[config.mk]
export PLATFORM = sky130hd
export DESIGN_NAME = pipe5_core
export DESIGN_NICKNAME = d
export VERILOG_FILES = /design/src/rtl/pipe5_pkg.sv /design/src/rtl/pipe5_decode.sv /design/src/rtl/pipe5_hazard.sv /design/src/rtl/pipe5_regfile.sv /design/src/rtl/pipe5_core.sv
export SDC_FILE = /design/constraint.sdc
export NUM_CORES = 2
export LEC_CHECK = 0
export ABC_AREA = 1
export CELL_PAD_IN_SITES_DETAIL_PLACEMENT = 2
export CELL_PAD_IN_SITES_GLOBAL_PLACEMENT = 2
export CORE_UTILIZATION = 33
export DETAILED_ROUTE_END_ITERATION = 8
export HOLD_SLACK_MARGIN = 0.08
export PLACE_DENSITY = 0.83
export SYNTH_ARGS = -nofsm -noshare
export SYNTH_HDL_FRONTEND = slang
export SYNTH_SLANG_ARGS = --single-unit
[constraint.sdc]
create_clock -name clk -period 3.4 [get_ports clk]
set_clock_uncertainty 0.1 [all_clocks]
set_input_delay 1.02 -clock clk [delete_from_list [all_inputs] [get_ports clk]]
set_output_delay 1.02 -clock clk [all_outputs]
set_load 0.02 [all_outputs]
[src/rtl/pipe5_pkg.sv]
package pipe5_pkg;

    localparam int XLEN    = 32;
    localparam int REG_AW  = 5;
    localparam int IMM_W   = 16;
    localparam int OP_W    = 6;
    localparam int BYTES_W = XLEN / 8;

    typedef enum logic [OP_W-1:0] {
        OP_REG  = 6'h00,
        OP_BEQ  = 6'h04,
        OP_ADDI = 6'h08,
        OP_LW   = 6'h23,
        OP_SW   = 6'h2B
    } opcode_e;

    localparam logic [5:0] FN_ADD = 6'h20;
    localparam logic [5:0] FN_SUB = 6'h22;

    typedef struct packed {
        logic              wen;
        logic [REG_AW-1:0] dest;
        logic              use_imm;
        logic              sub;
        logic              load;
        logic              store;
        logic              branch;
    } ctrl_t;

    typedef struct packed {
        logic            valid;
        logic [XLEN-1:0] instr;
        logic [XLEN-1:0] pc4;
    } ifid_t;

    typedef struct packed {
        logic            valid;
        ctrl_t           ctl;
        logic [XLEN-1:0] pc4;
        logic [XLEN-1:0] a;
        logic [XLEN-1:0] b;
        logic [XLEN-1:0] imm;
    } idex_t;

    typedef struct packed {
        logic            valid;
        ctrl_t           ctl;
        logic [XLEN-1:0] alu;
        logic [XLEN-1:0] sdata;
        logic            taken;
        logic [XLEN-1:0] target;
    } exmem_t;

    typedef struct packed {
        logic              valid;
        logic              wen;
        logic [REG_AW-1:0] dest;
        logic              load;
        logic [XLEN-1:0]   alu;
    } memwb_t;

    typedef struct packed {
        logic [XLEN-1:0] pc;
        ifid_t           ifid;
        idex_t           idex;
        exmem_t          exmem;
        memwb_t          memwb;
    } core_state_t;

endpackage

[src/rtl/pipe5_decode.sv]
module pipe5_decode
    import pipe5_pkg::*;
(
    input  logic [XLEN-1:0] instr,
    output ctrl_t           ctl,
    output logic            use_rs,
    output logic            use_rt,
    output logic [XLEN-1:0] imm
);

    opcode_e    op;
    logic [5:0] fn;

    always_comb begin
        op     = opcode_e'(instr[31:26]);
        fn     = instr[5:0];
        imm    = {{(XLEN-IMM_W){instr[IMM_W-1]}}, instr[IMM_W-1:0]};
        ctl    = '0;
        use_rs = 1'b0;
        use_rt = 1'b0;
        case (op)
            OP_REG: begin
                if (fn == FN_ADD || fn == FN_SUB) begin
                    ctl.wen  = 1'b1;
                    ctl.dest = instr[15:11];
                    ctl.sub  = (fn == FN_SUB);
                    use_rs   = 1'b1;
                    use_rt   = 1'b1;
                end
            end
            OP_ADDI: begin
                ctl.wen     = 1'b1;
                ctl.dest    = instr[20:16];
                ctl.use_imm = 1'b1;
                use_rs      = 1'b1;
            end
            OP_LW: begin
                ctl.wen     = 1'b1;
                ctl.dest    = instr[20:16];
                ctl.use_imm = 1'b1;
                ctl.load    = 1'b1;
                use_rs      = 1'b1;
            end
            OP_SW: begin
                ctl.use_imm = 1'b1;
                ctl.store   = 1'b1;
                use_rs      = 1'b1;
                use_rt      = 1'b1;
            end
            OP_BEQ: begin
                ctl.branch = 1'b1;
                use_rs     = 1'b1;
                use_rt     = 1'b1;
            end
            default: ;
        endcase
    end

endmodule

[src/rtl/pipe5_hazard.sv]
module pipe5_hazard #(
    parameter int N_PROD = 2,
    parameter int RW     = 5
) (
    input  logic                       id_valid,
    input  logic [RW-1:0]              rs,
    input  logic [RW-1:0]              rt,
    input  logic                       use_rs,
    input  logic                       use_rt,
    input  logic [N_PROD-1:0]          prod_wen,
    input  logic [N_PROD-1:0][RW-1:0]  prod_dest,
    output logic                       stall
);

    logic [N_PROD-1:0] hit;

    for (genvar g = 0; g < N_PROD; g++) begin : g_cmp
        assign hit[g] = prod_wen[g] && (prod_dest[g] != '0) &&
                        ((use_rs && prod_dest[g] == rs) ||
                         (use_rt && prod_dest[g] == rt));
    end

    assign stall = id_valid && (|hit);

endmodule

[src/rtl/pipe5_regfile.sv]
module pipe5_regfile #(
    parameter int AW = 5,
    parameter int W  = 32
) (
    input  logic          clk,
    input  logic          rst_n,
    input  logic          we,
    input  logic [AW-1:0] wa,
    input  logic [W-1:0]  wd,
    input  logic [AW-1:0] ra1,
    output logic [W-1:0]  rd1,
    input  logic [AW-1:0] ra2,
    output logic [W-1:0]  rd2,
    input  logic [AW-1:0] ra3,
    output logic [W-1:0]  rd3
);

    localparam int NREG = 1 << AW;

    logic [W-1:0] regs_q [NREG];

    always_ff @(posedge clk or negedge rst_n) begin
        if (!rst_n) begin
            for (int i = 0; i < NREG; i++) regs_q[i] <= '0;
        end else if (we && wa != '0) begin
            regs_q[wa] <= wd;
        end
    end

    // decode ports see the value being written this cycle
    assign rd1 = (ra1 == '0) ? '0 : ((we && wa == ra1) ? wd : regs_q[ra1]);
    assign rd2 = (ra2 == '0) ? '0 : ((we && wa == ra2) ? wd : regs_q[ra2]);
    assign rd3 = (ra3 == '0) ? '0 : regs_q[ra3];

endmodule

[src/rtl/pipe5_core.sv]
module pipe5_core
    import pipe5_pkg::*;
#(
    parameter logic [XLEN-1:0] RESET_PC = '0
) (
    input  logic              clk,
    input  logic              rst_n,
    output logic [XLEN-1:0]   imem_addr,
    input  logic [XLEN-1:0]   imem_rdata,
    output logic [XLEN-1:0]   dmem_addr,
    output logic [XLEN-1:0]   dmem_wdata,
    output logic              dmem_we,
    output logic              dmem_re,
    input  logic [XLEN-1:0]   dmem_rdata,
    input  logic [REG_AW-1:0] dbg_addr,
    output logic [XLEN-1:0]   dbg_data
);

    localparam logic [XLEN-1:0] PC_STEP = XLEN'(BYTES_W);
    localparam int N_PROD = 2;

    core_state_t st_q, st_d;

    ctrl_t             id_ctl;
    logic              id_use_rs, id_use_rt;
    logic [XLEN-1:0]   id_imm, rf_a, rf_b;
    logic [REG_AW-1:0] id_rs, id_rt;
    logic              stall, flush;
    logic              wb_we;
    logic [XLEN-1:0]   wb_data;
    logic [XLEN-1:0]   ex_opb, ex_res;

    assign id_rs = st_q.ifid.instr[25:21];
    assign id_rt = st_q.ifid.instr[20:16];

    pipe5_decode u_dec (
        .instr  (st_q.ifid.instr),
        .ctl    (id_ctl),
        .use_rs (id_use_rs),
        .use_rt (id_use_rt),
        .imm    (id_imm)
    );

    pipe5_hazard #(.N_PROD(N_PROD), .RW(REG_AW)) u_haz (
        .id_valid  (st_q.ifid.valid),
        .rs        (id_rs),
        .rt        (id_rt),
        .use_rs    (id_use_rs),
        .use_rt    (id_use_rt),
        .prod_wen  ({st_q.exmem.valid && st_q.exmem.ctl.wen,
                     st_q.idex.valid  && st_q.idex.ctl.wen}),
        .prod_dest ({st_q.exmem.ctl.dest, st_q.idex.ctl.dest}),
        .stall     (stall)
    );

    assign wb_we   = st_q.memwb.valid && st_q.memwb.wen;
    assign wb_data = st_q.memwb.load ? dmem_rdata : st_q.memwb.alu;

    pipe5_regfile #(.AW(REG_AW), .W(XLEN)) u_rf (
        .clk   (clk),
        .rst_n (rst_n),
        .we    (wb_we),
        .wa    (st_q.memwb.dest),
        .wd    (wb_data),
        .ra1   (id_rs),
        .rd1   (rf_a),
        .ra2   (id_rt),
        .rd2   (rf_b),
        .ra3   (dbg_addr),
        .rd3   (dbg_data)
    );

    // memory-access stage drives the data port
    assign dmem_addr  = st_q.exmem.alu;
    assign dmem_wdata = st_q.exmem.sdata;
    assign dmem_we    = st_q.exmem.valid && st_q.exmem.ctl.store;
    assign dmem_re    = st_q.exmem.valid && st_q.exmem.ctl.load;

    // the instruction memory captures the PC that fetch will hold next cycle
    assign imem_addr = rst_n ? st_d.pc : RESET_PC;

    always_comb begin
        st_d  = st_q;
        flush = st_q.exmem.valid && st_q.exmem.taken;

        // memory access -> write-back
        st_d.memwb.valid = st_q.exmem.valid;
        st_d.memwb.wen   = st_q.exmem.ctl.wen;
        st_d.memwb.dest  = st_q.exmem.ctl.dest;
        st_d.memwb.load  = st_q.exmem.ctl.load;
        st_d.memwb.alu   = st_q.exmem.alu;

        // execute -> memory access
        ex_opb = st_q.idex.ctl.use_imm ? st_q.idex.imm : st_q.idex.b;
        ex_res = st_q.idex.ctl.sub ? (st_q.idex.a - ex_opb) : (st_q.idex.a + ex_opb);
        st_d.exmem.valid  = st_q.idex.valid && !flush;
        st_d.exmem.ctl    = st_q.idex.ctl;
        st_d.exmem.alu    = ex_res;
        st_d.exmem.sdata  = st_q.idex.b;
        st_d.exmem.taken  = st_q.idex.ctl.branch && (st_q.idex.a == st_q.idex.b);
        st_d.exmem.target = st_q.idex.pc4 + {st_q.idex.imm[XLEN-3:0], 2'b00};

        // decode -> execute
        if (stall || flush) begin
            st_d.idex = '0;
        end else begin
            st_d.idex.valid = st_q.ifid.valid;
            st_d.idex.ctl   = id_ctl;
            st_d.idex.pc4   = st_q.ifid.pc4;
            st_d.idex.a     = rf_a;
            st_d.idex.b     = rf_b;
            st_d.idex.imm   = id_imm;
        end

        // fetch -> decode
        if (flush) begin
            st_d.pc   = st_q.exmem.target;
            st_d.ifid = '0;
        end else if (!stall) begin
            st_d.pc         = st_q.pc + PC_STEP;
            st_d.ifid.valid = 1'b1;
            st_d.ifid.instr = imem_rdata;
            st_d.ifid.pc4   = st_q.pc + PC_STEP;
        end
    end

    always_ff @(posedge clk or negedge rst_n) begin
        if (!rst_n) begin
            st_q    <= '0;
            st_q.pc <= RESET_PC;
        end else begin
            st_q <= st_d;
        end
    end

endmodule

==> key figures, run 1 <==
Run status
  – Outcome: did not finish
  – Failed at: 5_1_grt
  – First Err: [ERROR GRT-0232] Routing congestion too high. Check the congestion heatmap in the GUI.

GRT
  – Grt ovf: 17
  – Total GRT Usage: 0.737
  – Largest net degree at the start of global routing: 139
  – Initial antenna violation count: 197

CTS
  – # clock sinks: 1391
  – TritonCTS Buffers: 174
  – CTS Buffer Depth: 3
  – Root buffer cell: clkbuf_16
  – Max H-tree Level: 4

Placed design
  – Cells after DPL: 15300
  – Port Buf Inserts: 200
  – Routability congestion estimate: 0.936
  – Detailed Place HPWL: 323000 um

Synthesis
  – Syn_area_per_cell: 7.05 um^2
  – Mux share of post-synthesis cell area: 0
  – Cell taking the most area after synthesis: dfrtp_1
  – Main area contributors after synthesis: dfrtp_1 42%, o21ai_0 16%, nand2_1 12%
  – Mapped Cells: 11900
  – Warnings, synthesis: 0
  – Register bit total from synthesis: 1391
  – Post-Synth Simple-Gate Area: 0.200
  – Netlist Area Pre-Place: 83800 um^2
  – Synth Net Count: 12000
  – Area fraction of the dominant cell type after synthesis: 0.416
  – Cell variety after synth: 54
  – Post-synthesis xor/xnor area fraction: 0.0134
  – Post-Synth Adder-Cell Area: 0.00989
  – Largest family of logic cells by synthesized area: compound AO/OA/AOI/OAI gates
  – Compound-Gate Fraction of Synth Area: 0.266
  – Seq/Total Area, Yosys: 0.416

STA
  – Last worst endpoint in the global-route repair_timing: imem_addr[20]
  – Worst ep type: top-level output

Floorplanning
  – Initial core utilization: 0.333
  – Chip Width: 506 um
  – Num ports: 201
  – Die height: 506 um
  – Row count: 184
## cells in the mapped netlist, drive strengths merged
library cell / number
o21ai: 2650
nand2: 2576
a21oi: 1437
dfrtp: 1391
nand3: 892
inv: 879
clkbuf: 828
buf: 292
nor2: 258
nor3: 125
nand4: 110
xor2: 82
o211ai: 77
ha: 63
a211oi: 50
xnor2: 46
a31oi: 19
o2111ai: 18
a311oi: 13
nor4: 13
o221ai: 13
a221oi: 12
o22ai: 10
o21a: 7
nand3b: 4
or2: 4
clkinv: 3
a21boi: 2
a22o: 2
fa: 2
o21bai: 2
o31a: 2
a21o: 1
and2: 1
and3: 1
nor3b: 1
o211a: 1
o31ai: 1
or4: 1
## per-stage QoR
stage               hold slack (ns)  worst slack, ns  TNS (ns)  area [um^2]
global placement              0.237            -1.18    -55.58        95300
detailed placement            0.238            -1.17    -70.75        95300
floorplan                     0.231          -0.0107   -0.0107        84200
CTS                           0.134           -0.844    -48.52       109000
## logic make-up after synthesis
kind of cell / Yosys count
adders and majority gates: 65
xor gates and xnor gates: 128
DFF: 1391
and+or+nand+nor: 3986
AOI/OAI and AO/OA: 4317
buffers and inverters: 2002
## repair_timing
action / 4_1_cts
setup buffers: 223
pin swaps: 318
hold endpoints to repair: 20
gates cloned: 40
hold buffers: 1
gates resized for setup: 1408
endpoints found under the setup margin: 155
## routing by layer
layer / global-route usage / GRT overflow
met1: 0.719 / 0
met2: 0.857 / 3
met5: 0.464 / 0
met3: 0.650 / 1
met4: 0.728 / 13
==> run 2: changes to the inputs <==
- CELL_PAD_IN_SITES_DETAIL_PLACEMENT: 2 -> unset
- CELL_PAD_IN_SITES_GLOBAL_PLACEMENT: 2 -> unset
- CORE_UTILIZATION: 33 -> 30
- HOLD_SLACK_MARGIN: 0.08 -> unset
- PLACE_DENSITY: 0.83 -> unset
- PLACE_DENSITY_LB_ADDON: unset -> 0.15
- clock period: 3.4 -> 4.42 ns (I/O delays scaled with it)
==> key figures, run 2 <==
Setup path
  – CP Cell Sequence: buf_8 > buf_4 > buf_12 > buf_6 > nand2_1 > a31oi_2 > o21ai_1 > a31oi_1 > buf_4 > buf_6
  – Largest stage delay on the critical path: 0.37 ns
  – Setup crit start: dbg_addr[3]
  – Reg2Reg Depth: 19
  – Reg-to-Reg End: dmem_addr[29]$_DFF_PN0_
  – Critical-path top delay cell: buf_12
  – Crit path kind: input pin to output pin
  – Maximum fanout along the worst path: 27
  – Worst Path Required: 2.99 ns
  – Reg2Reg Launch Point: st_d[141]$_DFF_PN0_
  – CP endpoint kind: output pin
  – WP buf/inv: 6
  – Reg2Reg Setup Slack: 0.19 ns
  – Arrival @ worst endpoint: 3.25 ns
  – Largest delay share family, worst path: buffers and inverters
  – Crit start category: input pin

STA
  – Setup ws final: -0.257 ns
  – Final hold vios: 0
  – Endpoints failing setup: 59
  – Slew @ Worst Pin: 1.24 ns
  – Final period utilization: 1.06
  – Min Tclk post-route: 4.68 ns
  – Fmax: 0.214 GHz
  – Final slew viol count: 0
  – Setup repair after global routing missed its margin: yes
  – TNS Setup: -5.38 ns
  – Worst rel slew slack: 0.171

Route
  – Starting DRT DRC Count: 11700
  – Antenna Violating Nets Remaining: 0
  – WL/cell: 27.2 um
  – Final wirelength: 425000 um
  – Via-to-Cell Ratio: 5.68
  – Via Count: 88700
  – Drt pass-1 iters: 9
  – DRC: 0

GRT
  – Total GRT Usage: 0.292
  – Grt ovf: 0
  – Initial antenna violation count: 11
  – Vias in the first global route: 84000
  – Largest net degree at the start of global routing: 171
  – Global-route wire length before repair: 605000 um

Synthesis
  – Cell taking the most area after synthesis: dfrtp_1
  – Syn_area_per_cell: 7.05 um^2 (unchanged)
  – Register bit total from synthesis: 1391 (unchanged)
  – Cell with the most instances after synthesis: o21ai_0
  – Cell variety after synth: 54 (unchanged)
  – Seq/Total Area, Yosys: 0.416 (unchanged)
  – Synth Net Count: 12000 (unchanged)
  – Synth top cells by count: 2598 x o21ai_0, 2567 x nand2_1, 1434 x a21oi_1, 1391 x dfrtp_1, 876 x nand3_1
  – Fraction of registers with async set/reset: 1.00 (unchanged)
  – Netlist Area Pre-Place: 83800 um^2 (unchanged)
  – Number of synthesized flops with an enable pin: 0 (unchanged)
  – Area fraction of the dominant cell type after synthesis: 0.416 (unchanged)
  – Mapped Cells: 11900 (unchanged)
  – Main area contributors after synthesis: dfrtp_1 42%, o21ai_0 16%, nand2_1 12%
  – Warnings, synthesis: 0 (unchanged)
  – Top_reg_cell synth: dfrtp_1

Power and ir drop
  – Max VDD drop: 0.000259 V
  – Net Sw Power: 12.7 mW
  – Sequential power share: 0.370
  – Clock Power Share: 0.402
  – Switching part of the total: 0.341
  – Tot Pwr: 37.2 mW
  – Gate power share: 0.229
  – Total leakage power: 49.9 nW
  – P per Cell Area: 364 nW/um^2
  – Int Pwr: 24.5 mW

Final layout
  – Synth-to-Final Area Change: 21.8%
  – Layout cells sized above 1: 0.121
  – Finished Cell Area: 102000 um^2
  – Fin nets: 11900
  – Biggest register: u_rf.regs_q
  – Commonest non-fill, non-tap cells in the layout: 2496 x nand2_1, 2449 x o21ai_0, 1382 x a21oi_1
  – Largest register FFs: 1024
  – Final Instance Count excl. Fillers: 15600
  – Commonest non-fill, non-tap cell in the layout: nand2_1

Floorplanning
  – Core area: 277000 um^2
  – Num ports: 201 (unchanged)
  – DIE AREA: 281000 um^2
  – Chip Width: 530 um (+4.9%)
  – Initial core utilization: 0.302 (-0.0302)
  – Die height: 530 um (+4.9%)
  – Row count: 193 (+4.9%)

Placed design
  – DP Area: 91400 um^2 (-4.1%)
  – Detailed Place HPWL: 255000 um (-21%)
  – Routability congestion estimate: 0.930 (-0.69%)
  – Port Buf Inserts: 200 (unchanged)
  – Cells after DPL: 15200 (-0.79%)

CTS
  – Max H-tree Level: 4 (unchanged)
  – Hold buffer count at CTS: 0 (-1)
  – # clock sinks: 1391 (unchanged)
  – CTS Buffer Depth: 4 (+1)
  – CTS tree: done
  – Clk Latency, worst-skew pair: 0.89 ns
  – Worst-path clk slew: 0.06 ns
  – TritonCTS Buffers: 179 (+2.9%)
  – Root buffer cell: clkbuf_16

Min path
  – HP Class: input pin to async pin

Run status
  – Outcome: complete, but fails checks
  – Failing checks: setup timing

Run
  – Max cap viols: 0
run 2: worst max path at each step:
stage | endpoint | slack [ns] | cells past startpoint
2_1_floorplan | dbg_data[24] | 0.09 | 9
3_3_place_gp | dbg_data[22] | -1.04 | 13
3_5_place_dp | dbg_data[22] | -1.02 | 13
4_1_cts | dbg_data[21] | -0.22 | 12
5_1_grt | dbg_data[21] | -0.28 | 14
6_report | dbg_data[21] | -0.26 | 10
run 2: cell families after synthesis:
| kind of cell | synth area share |
|---|---|
| AOI/OAI and AO/OA | 0.266 |
| xor gates and xnor gates | 0.0134 |
| adders and majority gates | 0.00989 |
| buffers and inverters | 0.0953 |
| DFF | 0.416 |
| and+or+nand+nor | 0.200 |
run 2: area by class of cell:
class | instances | area (um^2)
fillers | 29100 | 175000
flip-flops and latches | 1391 | 34800
well taps | 3705 | 4640
repair buffers | 844 | 9800
clock inverters | 60 | 646
repair inverters | 2 | 28.8
diodes | 4 | 10.0
inverters | 882 | 3380
clock buffers | 246 | 5160
multi-input cells | 8496 | 43500
run 2: worst reg2reg max path: cells and delay by family (launching register included):
| kind | cells | cell delay [ns] |
|---|---|---|
| AND/OR/NAND/NOR | 9 | 1.32 |
| AO/OA/AOI/OAI | 4 | 1.04 |
| adder cells (fa/ha/maj) | 2 | 0.63 |
| flip-flops | 1 | 0.45 |
| XOR/XNOR | 2 | 0.36 |
| buffers and inverters | 2 | 0.24 |
run 2: power by group through the flow:
| stage | clock [mW] | sequential [mW] | combinational [mW] |
|---|---|---|---|
| floorplan | 0 | 13.7 | 4.22 |
| detailed placement | 0 | 14.0 | 7.89 |
| global placement | 0 | 14.0 | 7.90 |
| global route | 15.7 | 13.8 | 9.02 |
| finish | 14.9 | 13.7 | 8.49 |
| CTS | 15.2 | 13.7 | 8.23 |
run 2: per-layer routing:
layer,routed length (um),up-vias,track usage
met5,13,-,0
met2,181000,4969,0.437
li1,-,39900,-
met4,25500,2,0.154
met1,180000,42900,0.399
met3,38600,1027,0.0512
run 2: what timing repair did:
action	in CTS	in global routing
pin swaps	67	109
endpoints found under the setup margin	63	71
gates resized for setup	546	371
setup buffers	51	54
gates cloned	24	23
run 2: per-stage QoR:
stage	util	worst slack, ns	hold slack, ns
after floorplan	-	0.0876	0.231
after global placement	0.330	-1.04	0.233
after detailed placement	0.330	-1.02	0.236
after CTS	0.360	-0.217	0.216
after global routing	0.368	-0.280	0.233
final	0.368	-0.257	0.248
No activity file was read; power rests on OpenSTA's default activity.
